## src/rtl/gpio_nib_pkg.sv

```systemverilog
package gpio_nib_pkg;
  typedef enum logic [1:0] {
    MD_FALL  = 2'b00,
    MD_BOTH  = 2'b01,
    MD_DRIVE = 2'b10,
    MD_RISE  = 2'b11
  } pin_mode_e;

  localparam logic [1:0] RA_MODE = 2'd0;
  localparam logic [1:0] RA_DOUT = 2'd1;
  localparam logic [1:0] RA_PEND = 2'd2;
  localparam logic [1:0] RA_LVL  = 2'd3;
endpackage

```

## src/rtl/gpio_nib_sync.sv

```systemverilog
module gpio_nib_sync #(
  parameter int WIDTH  = 4,
  parameter int STAGES = 2
) (
  input  logic             clk,
  input  logic             rst,
  input  logic [WIDTH-1:0] d_i,
  output logic [WIDTH-1:0] q_o
);
  logic [WIDTH-1:0] chain_q [STAGES];

  always_ff @(posedge clk) begin
    if (rst) begin
      for (int k = 0; k < STAGES; k++) chain_q[k] <= '0;
    end else begin
      chain_q[0] <= d_i;
      for (int k = 1; k < STAGES; k++) chain_q[k] <= chain_q[k-1];
    end
  end

  assign q_o = chain_q[STAGES-1];
endmodule

```

## src/rtl/gpio_nib_edge.sv

```systemverilog
module gpio_nib_edge
  import gpio_nib_pkg::*;
(
  input  logic      clk,
  input  logic      rst,
  input  pin_mode_e mode_i,
  input  logic      sync_i,
  input  logic      reload_i,
  input  logic      clr_i,
  output logic      pend_o
);
  logic prev_q, pend_q;
  logic rise_w, fall_w, hit_w;

  always_comb begin
    rise_w = sync_i & ~prev_q;
    fall_w = ~sync_i & prev_q;
    unique case (mode_i)
      MD_FALL: hit_w = fall_w;
      MD_BOTH: hit_w = rise_w | fall_w;
      MD_RISE: hit_w = rise_w;
      default: hit_w = 1'b0;
    endcase
  end

  always_ff @(posedge clk) begin
    if (rst) begin
      prev_q <= 1'b0;
      pend_q <= 1'b0;
    end else begin
      if (reload_i || mode_i != MD_DRIVE) prev_q <= sync_i;
      if (hit_w)      pend_q <= 1'b1;
      else if (clr_i) pend_q <= 1'b0;
    end
  end

  assign pend_o = pend_q;

  // a pin in falling mode whose level is high saw no falling edge
  p_fall_only_r2: assert property (@(posedge clk) disable iff (rst)
    (mode_i == MD_FALL && sync_i) |=> !$rose(pend_q));
  // a pin in rising mode whose level is low saw no rising edge
  p_rise_only_r4: assert property (@(posedge clk) disable iff (rst)
    (mode_i == MD_RISE && !sync_i) |=> !$rose(pend_q));
  // an output pin never raises its flag
  p_drive_quiet_r5: assert property (@(posedge clk) disable iff (rst)
    (mode_i == MD_DRIVE) |=> !$rose(pend_q));
  // a clear with no competing edge source drops the flag
  p_clear_r8: assert property (@(posedge clk) disable iff (rst)
    (clr_i && mode_i == MD_DRIVE) |=> !pend_q);
  // in both-edge mode any level change is recorded
  p_both_r3: assert property (@(posedge clk) disable iff (rst)
    (mode_i == MD_BOTH && sync_i != prev_q) |=> pend_q);
endmodule

```

## src/rtl/gpio_nib_regs.sv

```systemverilog
module gpio_nib_regs
  import gpio_nib_pkg::*;
#(
  parameter int PINS   = 4,
  parameter int MODE_W = 2,
  localparam int CTRL_W = PINS * MODE_W
) (
  input  logic              clk,
  input  logic              rst,
  input  logic [1:0]        addr_i,
  input  logic              wr_i,
  input  logic [CTRL_W-1:0] wdata_i,
  input  logic [PINS-1:0]   pend_i,
  input  logic [PINS-1:0]   lvl_i,
  output logic [CTRL_W-1:0] mode_o,
  output logic [PINS-1:0]   dout_o,
  output logic [PINS-1:0]   reload_o,
  output logic [PINS-1:0]   clr_o,
  output logic [CTRL_W-1:0] rdata_o
);
  localparam int PAD_W = CTRL_W - PINS;

  logic [CTRL_W-1:0] mode_q, rdata_q;
  logic [PINS-1:0]   dout_q;
  logic              mode_wr, pend_wr;

  assign mode_wr = wr_i && addr_i == RA_MODE;
  assign pend_wr = wr_i && addr_i == RA_PEND;

  for (genvar i = 0; i < PINS; i++) begin : g_fld
    assign reload_o[i] = mode_wr &&
      (wdata_i[MODE_W*i +: MODE_W] != mode_q[MODE_W*i +: MODE_W]);
  end

  assign clr_o = pend_wr ? wdata_i[PINS-1:0] : '0;

  always_ff @(posedge clk) begin
    if (rst) begin
      mode_q  <= '0;
      dout_q  <= '0;
      rdata_q <= '0;
    end else begin
      if (mode_wr) mode_q <= wdata_i;
      if (wr_i && addr_i == RA_DOUT) dout_q <= wdata_i[PINS-1:0];
      unique case (addr_i)
        RA_MODE: rdata_q <= mode_q;
        RA_DOUT: rdata_q <= {{PAD_W{1'b0}}, dout_q};
        RA_PEND: rdata_q <= {{PAD_W{1'b0}}, pend_i};
        default: rdata_q <= {{PAD_W{1'b0}}, lvl_i};
      endcase
    end
  end

  assign mode_o  = mode_q;
  assign dout_o  = dout_q;
  assign rdata_o = rdata_q;

  // a mode write is visible at address 0 on the read that follows
  p_mode_rb_r11: assert property (@(posedge clk) disable iff (rst)
    (mode_wr) |=> (mode_o == $past(wdata_i)));
endmodule

```

## src/rtl/gpio_nibble_irq.sv

```systemverilog
module gpio_nibble_irq
  import gpio_nib_pkg::*;
#(
  parameter int PINS        = 4,
  parameter int MODE_W      = 2,
  parameter int SYNC_STAGES = 2
) (
  input  logic                     clk,
  input  logic                     rst,
  input  logic [1:0]               bus_addr,
  input  logic                     bus_wr,
  input  logic [PINS*MODE_W-1:0]   bus_wdata,
  output logic [PINS*MODE_W-1:0]   bus_rdata,
  input  logic [PINS-1:0]          pin_in,
  output logic [PINS-1:0]          pin_out,
  output logic [PINS-1:0]          pin_oe,
  output logic                     irq
);
  localparam int CTRL_W = PINS * MODE_W;

  logic [PINS-1:0]   lvl, pend, reload, clr, dout;
  logic [CTRL_W-1:0] mode_vec;
  logic              irq_q;

  gpio_nib_sync #(.WIDTH(PINS), .STAGES(SYNC_STAGES)) u_sync (
    .clk (clk), .rst (rst), .d_i (pin_in), .q_o (lvl)
  );

  gpio_nib_regs #(.PINS(PINS), .MODE_W(MODE_W)) u_regs (
    .clk      (clk),
    .rst      (rst),
    .addr_i   (bus_addr),
    .wr_i     (bus_wr),
    .wdata_i  (bus_wdata),
    .pend_i   (pend),
    .lvl_i    (lvl),
    .mode_o   (mode_vec),
    .dout_o   (dout),
    .reload_o (reload),
    .clr_o    (clr),
    .rdata_o  (bus_rdata)
  );

  for (genvar i = 0; i < PINS; i++) begin : g_pin
    gpio_nib_edge u_edge (
      .clk      (clk),
      .rst      (rst),
      .mode_i   (pin_mode_e'(mode_vec[MODE_W*i +: MODE_W])),
      .sync_i   (lvl[i]),
      .reload_i (reload[i]),
      .clr_i    (clr[i]),
      .pend_o   (pend[i])
    );
    assign pin_oe[i] = (mode_vec[MODE_W*i +: MODE_W] == MD_DRIVE);
  end

  always_ff @(posedge clk) begin
    if (rst) irq_q <= 1'b0;
    else     irq_q <= |pend;
  end

  assign pin_out = dout;
  assign irq     = irq_q;

  // shared request lags the merged flags by one clock
  p_irq_merge_r7: assert property (@(posedge clk) disable iff (rst)
    irq == $past(|pend));
  // a mode write alone never raises a flag for a pin whose level is steady
  p_no_false_r9: assert property (@(posedge clk) disable iff (rst)
    (reload[0] && $stable(lvl[0])) |=> !$rose(pend[0]));
endmodule

```

## config.mk

```make
export PLATFORM = sky130hd
export DESIGN_NAME = gpio_nibble_irq
export DESIGN_NICKNAME = d
export VERILOG_FILES = /design/src/rtl/gpio_nib_pkg.sv /design/src/rtl/gpio_nib_sync.sv /design/src/rtl/gpio_nib_edge.sv /design/src/rtl/gpio_nib_regs.sv /design/src/rtl/gpio_nibble_irq.sv
export SDC_FILE = /design/constraint.sdc
export NUM_CORES = 1
export LEC_CHECK = 0
export ABC_AREA = 1
export ABC_CLOCK_PERIOD_IN_PS = 1300
export BUFFER_PORTS_ARGS = -buffer_cell sky130_fd_sc_hd__buf_2
export CAP_MARGIN = 20
export CORE_ASPECT_RATIO = 0.9
export CORE_MARGIN = 2
export CORE_UTILIZATION = 53
export DETAILED_ROUTE_END_ITERATION = 10
export PLACE_DENSITY = 0.84
export RECOVER_POWER = 25
export SLEW_MARGIN = 40
export SYNTH_ARGS = -nofsm -noshare
export SYNTH_HDL_FRONTEND = slang
export SYNTH_SLANG_ARGS = --single-unit
```

## constraint.sdc

```tcl
create_clock -name clk -period 1.3 [get_ports clk]
set_clock_uncertainty 0.15 [all_clocks]
set_input_delay 0.065 -clock clk [delete_from_list [all_inputs] [get_ports clk]]
set_output_delay 0.065 -clock clk [all_outputs]
set_load 0.03 [all_outputs]
```

# [Yosys cells after proc, flatten, opt, wreduce, memory -nomap -nowiden]
# Memories as Yosys holds them, arrays and structs flattened.
# Cells that the tools add are included.
[word_totals] wordCells=97 register_bits=29 mem_bits_rw=8 n_memories=1 in_bits=17 output_inout_bits=17
[op_classes] mux=19 n_eq_ne=22 bitwise=22 reduce_logical=21
[memory_table] memory="u_sync.chain_q" words=2 width=4 read_ports=2 rd_clocked_by_memory_dff=0 wr=2 line="gpio_nib_sync.sv:10" text="logic [WIDTH-1:0] chain_q [STAGES];"
[ops] operator="$pmux 8 s3" count=1
[ops] operator="$eq 2x2->1 const B" count=9
[ops] operator="$mux 4" count=3
[ops] operator="$pmux 1 s3" count=4
[ops] operator="$mux 1" count=11
[ops] operator="$eq 2x1->1 const B" count=5
[ops] operator="$logic_not 2->1" count=5
[ops] operator="$and 1x1->1" count=8
[ops] operator="$ne 2x2->1" count=4
[ops] operator="$ne 2x2->1 const B" count=4
[ops] operator="$not 1->1" count=8
[ops] operator="$reduce_bool 2->1" count=4
[ops] operator="$logic_and 1x1->1" count=7
[ops] operator="$or 1x1->1" count=6
[ops] operator="$logic_or 1x1->1" count=4
[ops] operator="$reduce_or 4->1" count=1

# [Longest topological paths before layout]
[depth] depth_word=5 depth_mapped=8 depth_no_buf=8

# [Cells and area by module]
# Synthesis repeated with hierarchy kept, for this count alone.
[unflattened] cells_unflattened=280 hier_area_um2=1925.6
[modules_own_cells] module="gpio_nib_regs" n_inst=1 area_per_inst_um2=1001.0 cells_per_inst=151
[modules_own_cells] module="gpio_nib_edge" n_inst=4 area_per_inst_um2=150.1 cells_per_inst=22
[modules_own_cells] module="gpio_nib_sync" n_inst=1 area_per_inst_um2=261.5 cells_per_inst=29
[modules_own_cells] module="gpio_nibble_irq" n_inst=1 area_per_inst_um2=62.6 cells_per_inst=12

# [Least setup slack after synthesis]
# Ideal clock, no wire load.
[synth_timing] path_type="register to register" from="register u_regs.mode_q[3] (netlist: u_regs.mode_o[3])" to="register g_pin[1].u_edge.prev_q" t_arrival_ns=1.133 period_less_slack_ns=1.398 n_path_buf=0 path_stages_with_launch=6 path_slack_ns=-0.098 cell_sequence="dfxtp_1 > inv_1 > nor2_1 > nand3_1 > nand2_1 > nor2_1"
[synth_between] elab_chain_len=3 elab_cells_between_ends=4
[synth_rtl] item="start: declaration" line="gpio_nib_regs.sv:23" text="logic [CTRL_W-1:0] mode_q, rdata_q;"
[synth_rtl] item="start signal: assignment" line="gpio_nib_regs.sv:43" text="if (mode_wr) mode_q <= wdata_i;"
[synth_rtl] item="$ne 2x2->1" line="gpio_nib_regs.sv:32" text="(wdata_i[MODE_W*i +: MODE_W] != mode_q[MODE_W*i +: MODE_W]);"
[synth_rtl] item="$logic_and 1x1->1" line="gpio_nib_regs.sv:31" text="assign reload_o[i] = mode_wr &&"
[synth_rtl] item="$logic_or 1x1->1 *" line="gpio_nib_edge.sv:31" text="if (reload_i || mode_i != MD_DRIVE) prev_q <= sync_i;"
[synth_rtl] item="end signal: assignment" line="gpio_nib_edge.sv:31"
[synth_rtl] item="end: declaration" line="gpio_nib_edge.sv:12" text="logic prev_q, pend_q;"
# Every way passes the cells marked *; elsewhere a longest branch is shown, timed or not.
# A chain may end at the register's enable or synchronous reset.

# [Final worst setup path]
[layout_timing] from="register u_regs.mode_q[7] (netlist: u_regs.mode_o[7])" to="output pin_oe[3]"
[layout_between] elab_chain_len=1
[layout_rtl] item="$eq 2x2->1" line="gpio_nibble_irq.sv:54" text="assign pin_oe[i] = (mode_vec[MODE_W*i +: MODE_W] == MD_DRIVE);"
[layout_rtl] item="end: declaration" line="gpio_nibble_irq.sv:16" text="output logic [PINS-1:0] pin_oe,"
# Every way passes these cells.

==> qor.yml <==
run_status:
  outcome: "finished clean"
floorplanning:
  die_w_microns: 63.20
  rows: 19
  die_area_sq_um: 3620
  start_util_pct: 54.93
  ios: 34
  core_area_sq_um: 3043
  die_h_microns: 57.28
yosys:
  synth_simple_gate_area_share_pct: 23.05
  syn-cell-area_sq_um: 1672
  synth-seq-area-share_pct: 44.31
  synth-async-reset-ratio_pct: 0
  ys_seq_elements: 37
  syn_area_per_cell_sq_um: 7.530
  synth_edf_count: 0
  synth_nets: 247
  synth_fa_ha_area_share_pct: 5.988
  synth_compound_area_share_pct: 14.00
  synth_warnings: 0
  synthCells: 222
  synthXorXnorAreaFrac_pct: 2.096
  muxShareOfSynthArea_pct: 0
  synth.distinct_cells: 21
  synth_top_flop_cell: "dfxtp_1"
  synth_top_family_by_area: "simple AND/OR/NAND/NOR gates"
run:
  maxCapViolations: 0
setup_path:
  crit_type: "reg2out"
  path_max_fanout: 6
  crit_required_ns: 1.09
  reg2reg_depth: 4
  start_kind: "register"
  crit_arrival_ns: 1.06
  cp-end-kind: "primary output"
global_route:
  grt_pass1_wl_microns: 6665
  antenna_found_initial: 0
  grt_start_max_net_pins: 16
  grt_overflow: 0
  first_global_vias: 1567
  track_usage_pct: 23.92
cts:
  clk_pin_slew_worst_paths_ns: 0.12
  htreeDepth: 2
  worstSkewPairLatency_ns: 0.36
  cts_buffer_depth: 2
  cts.sinks: 37
  cts-root-buf: "clkbuf_4"
  cts_tree: "built"
  cts_buffers: 5
place:
  place_congestion: 0.7819
  io_buffers: 33
  dp_hpwl_microns: 2513
drt:
  ant_nets: 0
  firstDrtPassIters: 4
  drtIter0Drc: 63
  wirelength_microns: 4099
  wire_per_inst_microns: 12.46
  remaining_drc_errors: 0
  num_vias: 1663
  vias_per_cell: 5.055
timing:
  worst_pin_slew_ns: 0.5175
  drv_slew: 0
  timing.slew.headroom_pct: 65.39
  finalHoldViolCount: 0
  fin_crit_ns: 1.277
  max_freq_mhz: 783.0
  min_period_over_period_pct: 98.24
  hold_slack_ns: 0.002412
  setup_viol: 0
  rsz0062_at_grt: "yes"
layout:
  fin_nets: 311
  antenna_cells: 0
  fillers: 244
  drive_gt1_share_pct: 28.92
  area_growth_pct: 39.07
power_and_ir_drop:
  power.leakage_nw: 1.028
  total_power_mw: 2.460
  max-vdd-ir-drop_mv: 0.9378
  power_density_nw_per_um2: 1058
hold_path:
  hold_depth: 5
  hold_path_class: "in2reg"
[sequential cells by signal, summed over array words and instances (netlist names)]
signal / cells
u_sync.chain_q: 8
g_pin.u_edge.prev_q: 4
irq: 1
u_regs.dout_o: 4
g_pin.u_edge.pend_o: 4
u_regs.mode_o: 8
u_regs.rdata_o: 8
[layout make-up]
class / instances / area, sq um / share of cell area (%)
Sequential cell: 37 / 758.2 / 32.62
Clock buffer: 6 / 41.29 / 1.776
Timing Repair Buffer: 62 / 450.4 / 19.38
Inverter: 37 / 141.4 / 6.082
Multi-Input combinational cell: 143 / 842.1 / 36.22
Tap cell: 42 / 52.55 / 2.260
Clock inverter: 2 / 38.79 / 1.668
[critical path: stages, from the launching register on]
cell and delay [ns]:
dfxtp_2 0.36, inv_2 0.07, nor2_4 0.13, buf_6 0.14
[worst paths after layout]
kind,to,start,slack [ns]
worst max-delay path,pin_oe[3],u_regs.mode_o[7],0.02
worst min register to register,u_sync.chain_q[0][7],u_sync.chain_q[0][3],0.25
worst max register to register,g_pin[2].u_edge.pend_o,u_sync.chain_q[0][6],0.06
worst min-delay path,u_regs.dout_o[0],bus_addr[0],0.002
[through the flow]
| step | instance area, sq um | utilization [%] | worst slack [ns] | std cells | setup TNS (ns) |
|---|---|---|---|---|---|
| final | 2325 | 76.40 | 0.02287 | 329 | 0 |
| after global routing | 2325 | 76.40 | -0.03444 | 329 | -0.03810 |
| after CTS | 2222 | 73.03 | 0.0008558 | 325 | 0 |
| after detailed placement | 1892 | 62.17 | 0.04106 | 296 | 0 |
| after global placement | 1892 | 62.17 | 0.07615 | 296 | 0 |
| after floorplan | 1682 | - | 0.08496 | 222 | 0 |
[layout by cell type (no fill, tap or decap), types with 3 or more instances in the layout]
cell           synthesis  layout
a21oi_1               20      18
a31oi_1                4       4
buf_2                  0      25
buf_4                  1      10
buf_6                  2       4
clkbuf_1               2       5
clkbuf_4               0       5
dfxtp_1               37      23
dfxtp_2                0      14
dlygate4sd3_1          0      19
ha_1                   8       4
ha_4                   0       4
inv_1                 34      28
inv_2                  3       8
nand2_1               47      47
nand3_1               14      14
nor2_1                18      14
nor2_4                 3       7
nor3_1                 4       4
o2111ai_1              3       3
o21ai_0               14      11
o21ai_1                1       4
xnor2_1                4       4
[what timing repair did]
action,4_1_cts,5_1_grt
resized for setup,18,24
hold buffers,19,0
endpoints found under the hold margin,24,0
pin swaps,2,12
endpoints found under the setup margin,4,10
buffers inserted,2,4
[kinds of logic (layout without fill, tap and decap cells)]
group           Yosys count  in the layout
simple gates             88             88
compound gates           43             43
flops                    37             37
fa+ha+maj                 8              8
buf+inv                  42            107
xor+xnor                  4              4
[synth_stat cells (all sizes together), types with 4 or more instances]
master / n / share of area [%]
xnor2: 4 / 2.1
nor2: 21 / 6.1
a21oi: 20 / 6.0
nand2: 48 / 11
nor3: 4 / 1.2
o21ai: 15 / 4.5
ha: 8 / 6.0
dfxtp: 37 / 44
inv: 37 / 8.3
nand3: 14 / 4.2
a31oi: 4 / 1.5
[report_power, final]
group	internal (mW)	leakage (nW)	total (mW)	switching (mW)
clock network	0.409	0.0424	0.810	0.401
registers	1.19	0.308	1.23	0.0386
logic	0.182	0.678	0.419	0.237
[routing by layer]
metal  vias up  share of wire (%)  GRT usage, %
li1        839                  -             -
met1       754                 42         28.41
met2        62                 49         41.34
met3         8                7.4         5.128
met4         0                1.9         12.11
met5         -                  0             0
(Power assumes the default switching activity.)
